$ cat src/rtl/xlate_seq_pkg.sv
package xlate_seq_pkg;
  localparam logic [1:0] KIND_LOAD  = 2'd0;
  localparam logic [1:0] KIND_STORE = 2'd1;
  localparam logic [1:0] KIND_FETCH = 2'd2;

  localparam logic [2:0] CLS_INT   = 3'd0;
  localparam logic [2:0] CLS_FLOAT = 3'd1;
  localparam logic [2:0] CLS_RESV  = 3'd2;
  localparam logic [2:0] CLS_CACHE = 3'd3;
  localparam logic [2:0] CLS_EXT   = 3'd4;

  localparam logic [1:0] EXC_NONE  = 2'd0;
  localparam logic [1:0] EXC_ISI   = 2'd1;
  localparam logic [1:0] EXC_DSI   = 2'd2;
  localparam logic [1:0] EXC_ALIGN = 2'd3;

  localparam logic [1:0] WST_OK   = 2'd0;
  localparam logic [1:0] WST_MISS = 2'd1;

  localparam int          ST_W         = 32;
  localparam int          BUS_ID_W     = 9;
  localparam logic [8:0]  FORCED_IO_ID = 9'h07F;

  localparam logic [31:0] STW_MISS   = 32'h4000_0000;
  localparam logic [31:0] STW_PROT   = 32'h0800_0000;
  localparam logic [31:0] STW_NOEXEC = 32'h1000_0000;
  localparam logic [31:0] STW_RESV   = 32'h0400_0000;
  localparam logic [31:0] STW_EXT    = 32'h0410_0000;
  localparam logic [31:0] STW_STORE  = 32'h0200_0000;

  typedef enum logic [2:0] {
    CAUSE_NONE, CAUSE_MISS, CAUSE_PROT, CAUSE_NOEXEC,
    CAUSE_ALIGN, CAUSE_RESV, CAUSE_EXT
  } cause_e;

  typedef enum logic [2:0] {
    ST_IDLE, ST_DECIDE, ST_BAT, ST_SEG, ST_WALK
  } state_e;
endpackage

$ cat src/rtl/xlate_seg_decode.sv
module xlate_seg_decode
  import xlate_seq_pkg::*;
#(
  parameter int NUM_SEG = 16,
  parameter int SEG_W   = 32,
  parameter int VSID_W  = 24,
  localparam int SEL_W  = $clog2(NUM_SEG)
) (
  input  logic [NUM_SEG*SEG_W-1:0] seg_regs_i,
  input  logic [SEL_W-1:0]         seg_sel_i,
  input  logic                     pr_i,
  output logic                     dstore_o,
  output logic                     nx_o,
  output logic                     key_o,
  output logic [VSID_W-1:0]        vsid_o,
  output logic [BUS_ID_W-1:0]      bus_id_o,
  output logic [3:0]               io_hi_o
);
  localparam int T_BIT  = SEG_W - 1;
  localparam int KS_BIT = SEG_W - 2;
  localparam int KP_BIT = SEG_W - 3;
  localparam int NX_BIT = SEG_W - 4;

  logic [SEG_W-1:0] seg_arr [NUM_SEG];
  logic [SEG_W-1:0] seg;

  for (genvar g = 0; g < NUM_SEG; g++) begin : g_unpack
    assign seg_arr[g] = seg_regs_i[g*SEG_W +: SEG_W];
  end

  assign seg      = seg_arr[seg_sel_i];
  assign dstore_o = seg[T_BIT];
  assign nx_o     = seg[NX_BIT];
  // key from user-key in problem state, supervisor-key otherwise
  assign key_o    = pr_i ? seg[KP_BIT] : seg[KS_BIT];
  assign vsid_o   = seg[VSID_W-1:0];
  assign bus_id_o = seg[NX_BIT -: BUS_ID_W];
  assign io_hi_o  = seg[3:0];
endmodule

$ cat src/rtl/xlate_ds_check.sv
module xlate_ds_check
  import xlate_seq_pkg::*;
#(
  parameter int AW = 32
) (
  input  logic [AW-1:0]       ea_i,
  input  logic [BUS_ID_W-1:0] bus_id_i,
  input  logic [3:0]          io_hi_i,
  input  logic [1:0]          kind_i,
  input  logic [2:0]          cls_i,
  input  logic                key_i,
  output logic [AW-1:0]       pa_o,
  output logic [2:0]          rights_o,
  output cause_e              cause_o
);
  logic is_fetch, is_store, forced;

  assign is_fetch = (kind_i == KIND_FETCH);
  assign is_store = (kind_i == KIND_STORE);
  assign forced   = (bus_id_i == FORCED_IO_ID);

  always_comb begin
    pa_o     = ea_i;
    rights_o = 3'b000;
    cause_o  = CAUSE_NONE;
    if (forced) begin
      pa_o     = {io_hi_i, ea_i[AW-5:0]};
      rights_o = 3'b111;
    end else if (is_fetch) begin
      cause_o = CAUSE_NOEXEC;
    end else begin
      case (cls_i)
        CLS_INT: begin
          if (!is_store && !key_i)     rights_o = 3'b001;
          else if (is_store && key_i)  rights_o = 3'b010;
          else                         cause_o  = CAUSE_PROT;
        end
        CLS_CACHE: rights_o = 3'b000;
        CLS_RESV:  cause_o  = CAUSE_RESV;
        CLS_EXT:   cause_o  = CAUSE_EXT;
        default:   cause_o  = CAUSE_ALIGN;
      endcase
    end
  end
endmodule

$ cat src/rtl/xlate_fault_enc.sv
module xlate_fault_enc
  import xlate_seq_pkg::*;
(
  input  cause_e          cause_i,
  input  logic            fetch_i,
  input  logic            store_i,
  output logic [1:0]      exc_o,
  output logic [ST_W-1:0] status_o
);
  logic [ST_W-1:0] st_add;

  assign st_add = store_i ? STW_STORE : '0;

  always_comb begin
    exc_o    = EXC_NONE;
    status_o = '0;
    if (cause_i != CAUSE_NONE) begin
      if (fetch_i) begin
        exc_o = EXC_ISI;
        case (cause_i)
          CAUSE_MISS: status_o = STW_MISS;
          CAUSE_PROT: status_o = STW_PROT;
          default:    status_o = STW_NOEXEC;
        endcase
      end else begin
        exc_o = EXC_DSI;
        case (cause_i)
          CAUSE_MISS:  status_o = STW_MISS | st_add;
          CAUSE_RESV:  status_o = STW_RESV | st_add;
          CAUSE_EXT:   status_o = STW_EXT | st_add;
          CAUSE_ALIGN: begin
            exc_o    = EXC_ALIGN;
            status_o = '0;
          end
          default:     status_o = STW_PROT | st_add;
        endcase
      end
    end
  end
endmodule

$ cat src/rtl/xlate_seq.sv
module xlate_seq
  import xlate_seq_pkg::*;
#(
  parameter int AW      = 32,
  parameter int NUM_SEG = 16,
  parameter int SEG_W   = 32,
  parameter int VSID_W  = 24,
  localparam int SEL_W  = $clog2(NUM_SEG)
) (
  input  logic                     clk_i,
  input  logic                     rst_ni,
  input  logic                     req_valid_i,
  output logic                     req_ready_o,
  output logic                     busy_o,
  input  logic [AW-1:0]            req_ea_i,
  input  logic [1:0]               req_kind_i,
  input  logic [2:0]               req_class_i,
  input  logic                     req_pr_i,
  input  logic                     req_ir_i,
  input  logic                     req_dr_i,
  input  logic [NUM_SEG*SEG_W-1:0] seg_regs_i,
  output logic                     bat_req_o,
  output logic [AW-1:0]            bat_ea_o,
  output logic [1:0]               bat_kind_o,
  output logic                     bat_pr_o,
  input  logic                     bat_done_i,
  input  logic                     bat_hit_i,
  input  logic [AW-1:0]            bat_pa_i,
  input  logic [2:0]               bat_rights_i,
  output logic                     walk_req_o,
  output logic [AW-1:0]            walk_ea_o,
  output logic [VSID_W-1:0]        walk_vsid_o,
  output logic                     walk_key_o,
  output logic                     walk_nx_o,
  output logic [1:0]               walk_kind_o,
  input  logic                     walk_done_i,
  input  logic [1:0]               walk_status_i,
  input  logic [AW-1:0]            walk_pa_i,
  input  logic [2:0]               walk_rights_i,
  output logic                     rsp_valid_o,
  output logic [AW-1:0]            rsp_pa_o,
  output logic [2:0]               rsp_rights_o,
  output logic [1:0]               rsp_exc_o,
  output logic [ST_W-1:0]          rsp_status_o,
  output logic [AW-1:0]            rsp_dar_o
);
  state_e state_q, state_d;

  logic [AW-1:0] ea_q;
  logic [1:0]    kind_q;
  logic [2:0]    cls_q;
  logic          pr_q, ir_q, dr_q;

  logic accept, is_fetch, is_store, real_mode;

  assign accept    = req_valid_i && (state_q == ST_IDLE);
  assign is_fetch  = (kind_q == KIND_FETCH);
  assign is_store  = (kind_q == KIND_STORE);
  assign real_mode = is_fetch ? !ir_q : !dr_q;

  always_ff @(posedge clk_i or negedge rst_ni) begin
    if (!rst_ni) begin
      ea_q   <= '0;
      kind_q <= KIND_LOAD;
      cls_q  <= CLS_INT;
      pr_q   <= 1'b0;
      ir_q   <= 1'b0;
      dr_q   <= 1'b0;
    end else if (accept) begin
      ea_q   <= req_ea_i;
      kind_q <= req_kind_i;
      cls_q  <= req_class_i;
      pr_q   <= req_pr_i;
      ir_q   <= req_ir_i;
      dr_q   <= req_dr_i;
    end
  end

  // segment decode
  logic                seg_ds, seg_nx, seg_key;
  logic [VSID_W-1:0]   seg_vsid;
  logic [BUS_ID_W-1:0] seg_bus;
  logic [3:0]          seg_io_hi;

  xlate_seg_decode #(
    .NUM_SEG (NUM_SEG),
    .SEG_W   (SEG_W),
    .VSID_W  (VSID_W)
  ) u_seg (
    .seg_regs_i (seg_regs_i),
    .seg_sel_i  (ea_q[AW-1 -: SEL_W]),
    .pr_i       (pr_q),
    .dstore_o   (seg_ds),
    .nx_o       (seg_nx),
    .key_o      (seg_key),
    .vsid_o     (seg_vsid),
    .bus_id_o   (seg_bus),
    .io_hi_o    (seg_io_hi)
  );

  // direct-store outcome
  logic [AW-1:0] ds_pa;
  logic [2:0]    ds_rights;
  cause_e        ds_cause;

  xlate_ds_check #(.AW(AW)) u_ds (
    .ea_i     (ea_q),
    .bus_id_i (seg_bus),
    .io_hi_i  (seg_io_hi),
    .kind_i   (kind_q),
    .cls_i    (cls_q),
    .key_i    (seg_key),
    .pa_o     (ds_pa),
    .rights_o (ds_rights),
    .cause_o  (ds_cause)
  );

  // sequencing
  logic          fin;
  logic [AW-1:0] fin_pa;
  logic [2:0]    fin_rights;
  cause_e        fin_cause;

  always_comb begin
    state_d    = state_q;
    fin        = 1'b0;
    fin_pa     = ea_q;
    fin_rights = 3'b000;
    fin_cause  = CAUSE_NONE;
    case (state_q)
      ST_IDLE:   if (accept) state_d = ST_DECIDE;
      ST_DECIDE: begin
        if (real_mode) begin
          fin        = 1'b1;
          fin_rights = 3'b111;
        end else begin
          state_d = ST_BAT;
        end
      end
      ST_BAT: begin
        if (bat_done_i) begin
          if (bat_hit_i) begin
            fin        = 1'b1;
            fin_pa     = bat_pa_i;
            fin_rights = bat_rights_i;
          end else begin
            state_d = ST_SEG;
          end
        end
      end
      ST_SEG: begin
        if (seg_ds) begin
          fin        = 1'b1;
          fin_pa     = ds_pa;
          fin_rights = ds_rights;
          fin_cause  = ds_cause;
        end else if (seg_nx && is_fetch) begin
          fin       = 1'b1;
          fin_cause = CAUSE_NOEXEC;
        end else begin
          state_d = ST_WALK;
        end
      end
      ST_WALK: begin
        if (walk_done_i) begin
          fin = 1'b1;
          case (walk_status_i)
            WST_OK: begin
              fin_pa     = walk_pa_i;
              fin_rights = walk_rights_i;
            end
            WST_MISS: fin_cause = CAUSE_MISS;
            default:  fin_cause = CAUSE_PROT;
          endcase
        end
      end
      default: state_d = ST_IDLE;
    endcase
    if (fin) state_d = ST_IDLE;
  end

  always_ff @(posedge clk_i or negedge rst_ni) begin
    if (!rst_ni) state_q <= ST_IDLE;
    else         state_q <= state_d;
  end

  // fault classification
  logic [1:0]      enc_exc;
  logic [ST_W-1:0] enc_status;

  xlate_fault_enc u_enc (
    .cause_i  (fin_cause),
    .fetch_i  (is_fetch),
    .store_i  (is_store),
    .exc_o    (enc_exc),
    .status_o (enc_status)
  );

  always_ff @(posedge clk_i or negedge rst_ni) begin
    if (!rst_ni) begin
      rsp_valid_o  <= 1'b0;
      rsp_pa_o     <= '0;
      rsp_rights_o <= '0;
      rsp_exc_o    <= EXC_NONE;
      rsp_status_o <= '0;
      rsp_dar_o    <= '0;
    end else begin
      rsp_valid_o <= fin;
      if (fin) begin
        rsp_pa_o     <= fin_pa;
        rsp_rights_o <= fin_rights;
        rsp_exc_o    <= enc_exc;
        rsp_status_o <= enc_status;
        if (enc_exc == EXC_DSI || enc_exc == EXC_ALIGN) rsp_dar_o <= ea_q;
      end
    end
  end

  assign req_ready_o = (state_q == ST_IDLE);
  assign busy_o      = (state_q != ST_IDLE);

  assign bat_req_o   = (state_q == ST_BAT);
  assign bat_ea_o    = ea_q;
  assign bat_kind_o  = kind_q;
  assign bat_pr_o    = pr_q;

  assign walk_req_o  = (state_q == ST_WALK);
  assign walk_ea_o   = ea_q;
  assign walk_vsid_o = seg_vsid;
  assign walk_key_o  = seg_key;
  assign walk_nx_o   = seg_nx;
  assign walk_kind_o = kind_q;

  AST_ACCEPT_BUSY: assert property (@(posedge clk_i) disable iff (!rst_ni)
    (state_q == ST_IDLE && req_valid_i) |=> busy_o);
  AST_RSP_PULSE: assert property (@(posedge clk_i) disable iff (!rst_ni)
    rsp_valid_o |=> !rsp_valid_o);
  AST_REAL_PASS: assert property (@(posedge clk_i) disable iff (!rst_ni)
    (state_q == ST_DECIDE && real_mode) |=>
      (rsp_valid_o && rsp_rights_o == 3'b111 && rsp_pa_o == $past(ea_q)));
  AST_NX_NO_WALK: assert property (@(posedge clk_i) disable iff (!rst_ni)
    (state_q == ST_SEG && !seg_ds && seg_nx && is_fetch) |=>
      (!walk_req_o && rsp_exc_o == EXC_ISI));
  AST_WALK_ENDS: assert property (@(posedge clk_i) disable iff (!rst_ni)
    (walk_req_o && walk_done_i) |=> rsp_valid_o);
  AST_OK_STATUS: assert property (@(posedge clk_i) disable iff (!rst_ni)
    (rsp_valid_o && rsp_exc_o == EXC_NONE) |-> (rsp_status_o == '0));
  AST_ISI_KEEPS_DAR: assert property (@(posedge clk_i) disable iff (!rst_ni)
    (rsp_valid_o && rsp_exc_o == EXC_ISI) |-> $stable(rsp_dar_o));
endmodule

$ cat config.mk
export PLATFORM = sky130hd
export DESIGN_NAME = xlate_seq
export DESIGN_NICKNAME = d
export VERILOG_FILES = /design/src/rtl/xlate_seq_pkg.sv /design/src/rtl/xlate_seg_decode.sv /design/src/rtl/xlate_ds_check.sv /design/src/rtl/xlate_fault_enc.sv /design/src/rtl/xlate_seq.sv
export SDC_FILE = /design/constraint.sdc
export NUM_CORES = 1
export LEC_CHECK = 0
export ABC_AREA = 1
export BUFFER_PORTS_ARGS = -buffer_cell sky130_fd_sc_hd__buf_4
export CELL_PAD_IN_SITES_DETAIL_PLACEMENT = 1
export CELL_PAD_IN_SITES_GLOBAL_PLACEMENT = 2
export CORE_AREA = 2 2 322 324
export DETAILED_ROUTE_END_ITERATION = 16
export DIE_AREA = 0 0 324 326
export PLACE_DENSITY = 0.54
export SLEW_MARGIN = 0
export SYNTH_ARGS = -nofsm -noshare
export SYNTH_HDL_FRONTEND = slang
export SYNTH_SLANG_ARGS = --single-unit
$ cat constraint.sdc
create_clock -name clk_i -period 4.25 [get_ports clk_i]
set_clock_uncertainty 0.05 [all_clocks]
set_input_delay 0 -clock clk_i [delete_from_list [all_inputs] [get_ports clk_i]]
set_output_delay 0 -clock clk_i [all_outputs]
set_load 0.01 [all_outputs]
==> results.md <==
* Core ar. at about 100,000 um2
* Pre-antenna DRT Iters at 5
* Seq/Total Area, Yosys at between 20% and 30%
* Final WS setup at 0.550 ns
* Most frequent cell after synthesis: nand2_1
* Reg2Reg Setup Slack at between 0.6 and 0.7 ns
* Antenna Nets Post-Route at 0
* Slowest stage delay, CP at 0.61 ns
* Area growth syn-to-layout at 84.3%
* Total global-route track usage at roughly 16%
* Rows at between 100 and 150
* Clock latency on the worst-skew pair at ~0.46 ns
* Mapped Avg Cell Area at 6.10 um2
* Setup WS pre-CTS at 0.661 ns
* Status: complete, no violations
* Synth top area share at 27.8%
* Setup crit start kind: register
* Final Instance Count excl. Fillers at approximately 4,000
* Clk buf depth at 2
* Drt drc at 0
* Final Hold Fails at 0
* Worst path cell trace: buf_4 > buf_4 > buf_4 > o21ai_0 > o221ai_1 > o211ai_1 > nand2_1 > buf_4
* FMAX at 270 MHz
* Hold Crit Depth at 7
* Tcrit/Tclk final at 87.1%
* Worst Setup End Kind: primary output
* Setup bufs post-CTS at 0
* First-pass GRT wire length at 121,000 um
* Vias at 15,200
* TritonCTS clock tree: yes
* Share of cells above drive strength 1 at between 30% and 40%
* Critical-path top delay cell: buf_4
* Cell area after synthesis at roughly 11,000 um2
* Vias/cell at around 3.9
* Synth async-reset ratio at between 90% and 100%
* Post-CTS sizing at 0
* Reg2reg path depth at 13
* DRT Wirelength at 88,000 um
* H-tree depth at 4
* Worst slew pin tran at 1.03 ns
* Hold_sp: walk_pa_i[31]
* Synth Register Bits at ~120
* Unique masters post-synth at 34
* Leak pwr at just under 10 nW
* Placer Congestion at approximately 0.82
* Reg clk slew, reported paths at around 0.07 ns
* Post-synth top area cell: dfrtp_1
* Starting Density at around a tenth
* Worst Hold Class: input pin to register
* Crit path max fanout at between 60 and 70
* Ports at 831
* Total gr overflow at 0
* Inst Count DP at approximately 3,800
* Initial antenna violation count at 23
* DP HPWL at 70,100 um
* Post-synth top cells: nand2_1, nor2_1, o21ai_0
* CP Class: register to primary output
* Die Area at between 100,000 and 150,000 um2
* Die Y at between 300 and 400 um
* Vias in the first global route at ~16,000
* PwrDens at 694 nW/um2
* Max-slew headroom at between 30% and 40%
* TritonCTS Sinks at 119
* IO buf count at roughly 800
* Final min period at approximately 3.7 ns
* Post-synth EDFFs at 0
* Root buffer cell: clkbuf_16
* Synth Instances at around 1,800
* IR drop worst, VDD at 0.294 mV
* FF-to-FF End: rsp_rights_o[2]
* Fin Setup TNS at 0 ns
* Max Transition Viols Final at 0
* Crit path required time at between 4 and 5 ns
* Ranking of synthesized cells by area: dfrtp_1, nand2_1, o21ai_0
* DR iter-0 viols at about 690
* CTS buffer count at 17
* Most Frequent Cell on Critical Path: buf_4
* Layout Nets at 3,184
* Final Setup Violations at 0
* CP arrival at ~3.7 ns
* Hold endpoint: rsp_pa_o[31]
* Worst r2r src: bat_kind_o[0]
* Routed WL per cell at ~22 um
* Die Wd at 324 um
* RSZ-0062 raised after global routing: no
* Max-Cap Viols at 0
* Synth Flop Type: dfrtp_1
* Syn. warnings at 0
* Largest net degree at the start of global routing at roughly 120
placed cells by master (no fill, tap or decap), drive strengths merged, types with 29 or more instances in the layout:
master | netlist | layout
a21oi | 56 | 56
buf | 102 | 840
dfrtp | 119 | 119
dlygate4sd3 | 0 | 110
inv | 132 | 132
nand2 | 466 | 466
nand3 | 133 | 133
nor2 | 256 | 256
o211ai | 62 | 62
o21ai | 203 | 203
o221ai | 62 | 62
o22ai | 29 | 29
state kept, by name, summed over array words and instances, names as in the netlist:
register	cells
state_q	3
rsp_exc_o	2
rsp_valid_o	1
rsp_status_o	6
ir_q	1
bat_ea_o	32
bat_kind_o	2
rsp_rights_o	3
bat_pr_o	1
rsp_dar_o	32
rsp_pa_o	32
dr_q	1
cls_q	3
worst max-delay path: cells and delay by family, from the launching register on:
kind            cells  cell delay (ns)
buf+inv             4             1.74
compound gates      3             0.68
flops               1             0.47
simple gates        1             0.19
per-layer routing:
| metal | wire length [um] | GRT usage (%) |
|---|---|---|
| met5 | 85 | 0 |
| met4 | 997 | 3.37 |
| met3 | 6690 | 4.84 |
| met2 | 44000 | 28.2 |
| met1 | 36300 | 18.9 |
metrics by stage:
stage          hold slack, ns  power, W  cell area [um2]  utilization (%)
6_report               0.0206    0.0137            19700             19.2
3_3_place_gp          -0.0227    0.0120            17900             17.5
5_1_grt                0.0367    0.0150            19700             19.2
2_1_floorplan          -0.346   0.00713            10800                -
4_1_cts                0.0102    0.0142            19700             19.2
3_5_place_dp          -0.0177    0.0120            17900             17.5
cell type report:
class                      instances  area (um2)
clock buffer                      24         492
fill                           12600       82900
inverter                         134         513
tap                             1380        1730
sequential                       119        2990
multi-input combinational       1330        6300
clock inverter                     8         143
timing repair buffer             950        7510
antenna                           11        27.5
cells by family after synthesis:
logic type / share of synthesized area (%)
and+or+nand+nor: 33.3
AOI/OAI and AO/OA: 23.8
buffers and inverters: 14.4
DFF: 27.8
muxes: 0.421
adders and majority gates: 0.234
other: 0.0351
worst max path at each step:
stage / startpoint / end / slack [ns] / cells past startpoint
2_1_floorplan: bat_ea_o[28] / rsp_exc_o[1] / 0.60 / 21
3_3_place_gp: bat_ea_o[29] / rsp_dar_o[31] / 0.75 / 19
3_5_place_dp: bat_ea_o[29] / rsp_dar_o[2] / 0.66 / 19
4_1_cts: bat_kind_o[0] / rsp_rights_o[2] / 0.44 / 13
5_1_grt: bat_ea_o[29] / rsp_dar_o[31] / 0.24 / 19
6_report: bat_ea_o[28] / walk_vsid_o[17] / 0.55 / 8
power breakdown:
group	switching, W	internal [W]	leakage (nW)
Clock	0.000574	0.00104	0.310
Combinational	0.00606	0.00378	7.90
Sequential	0.000515	0.00172	1.41
repair_timing:
action                     4_1_cts  5_1_grt
hold buffers                   110        0
setup endpoints to repair        0        0
hold endpoints to repair       126        0
(Power assumes the default switching activity.)
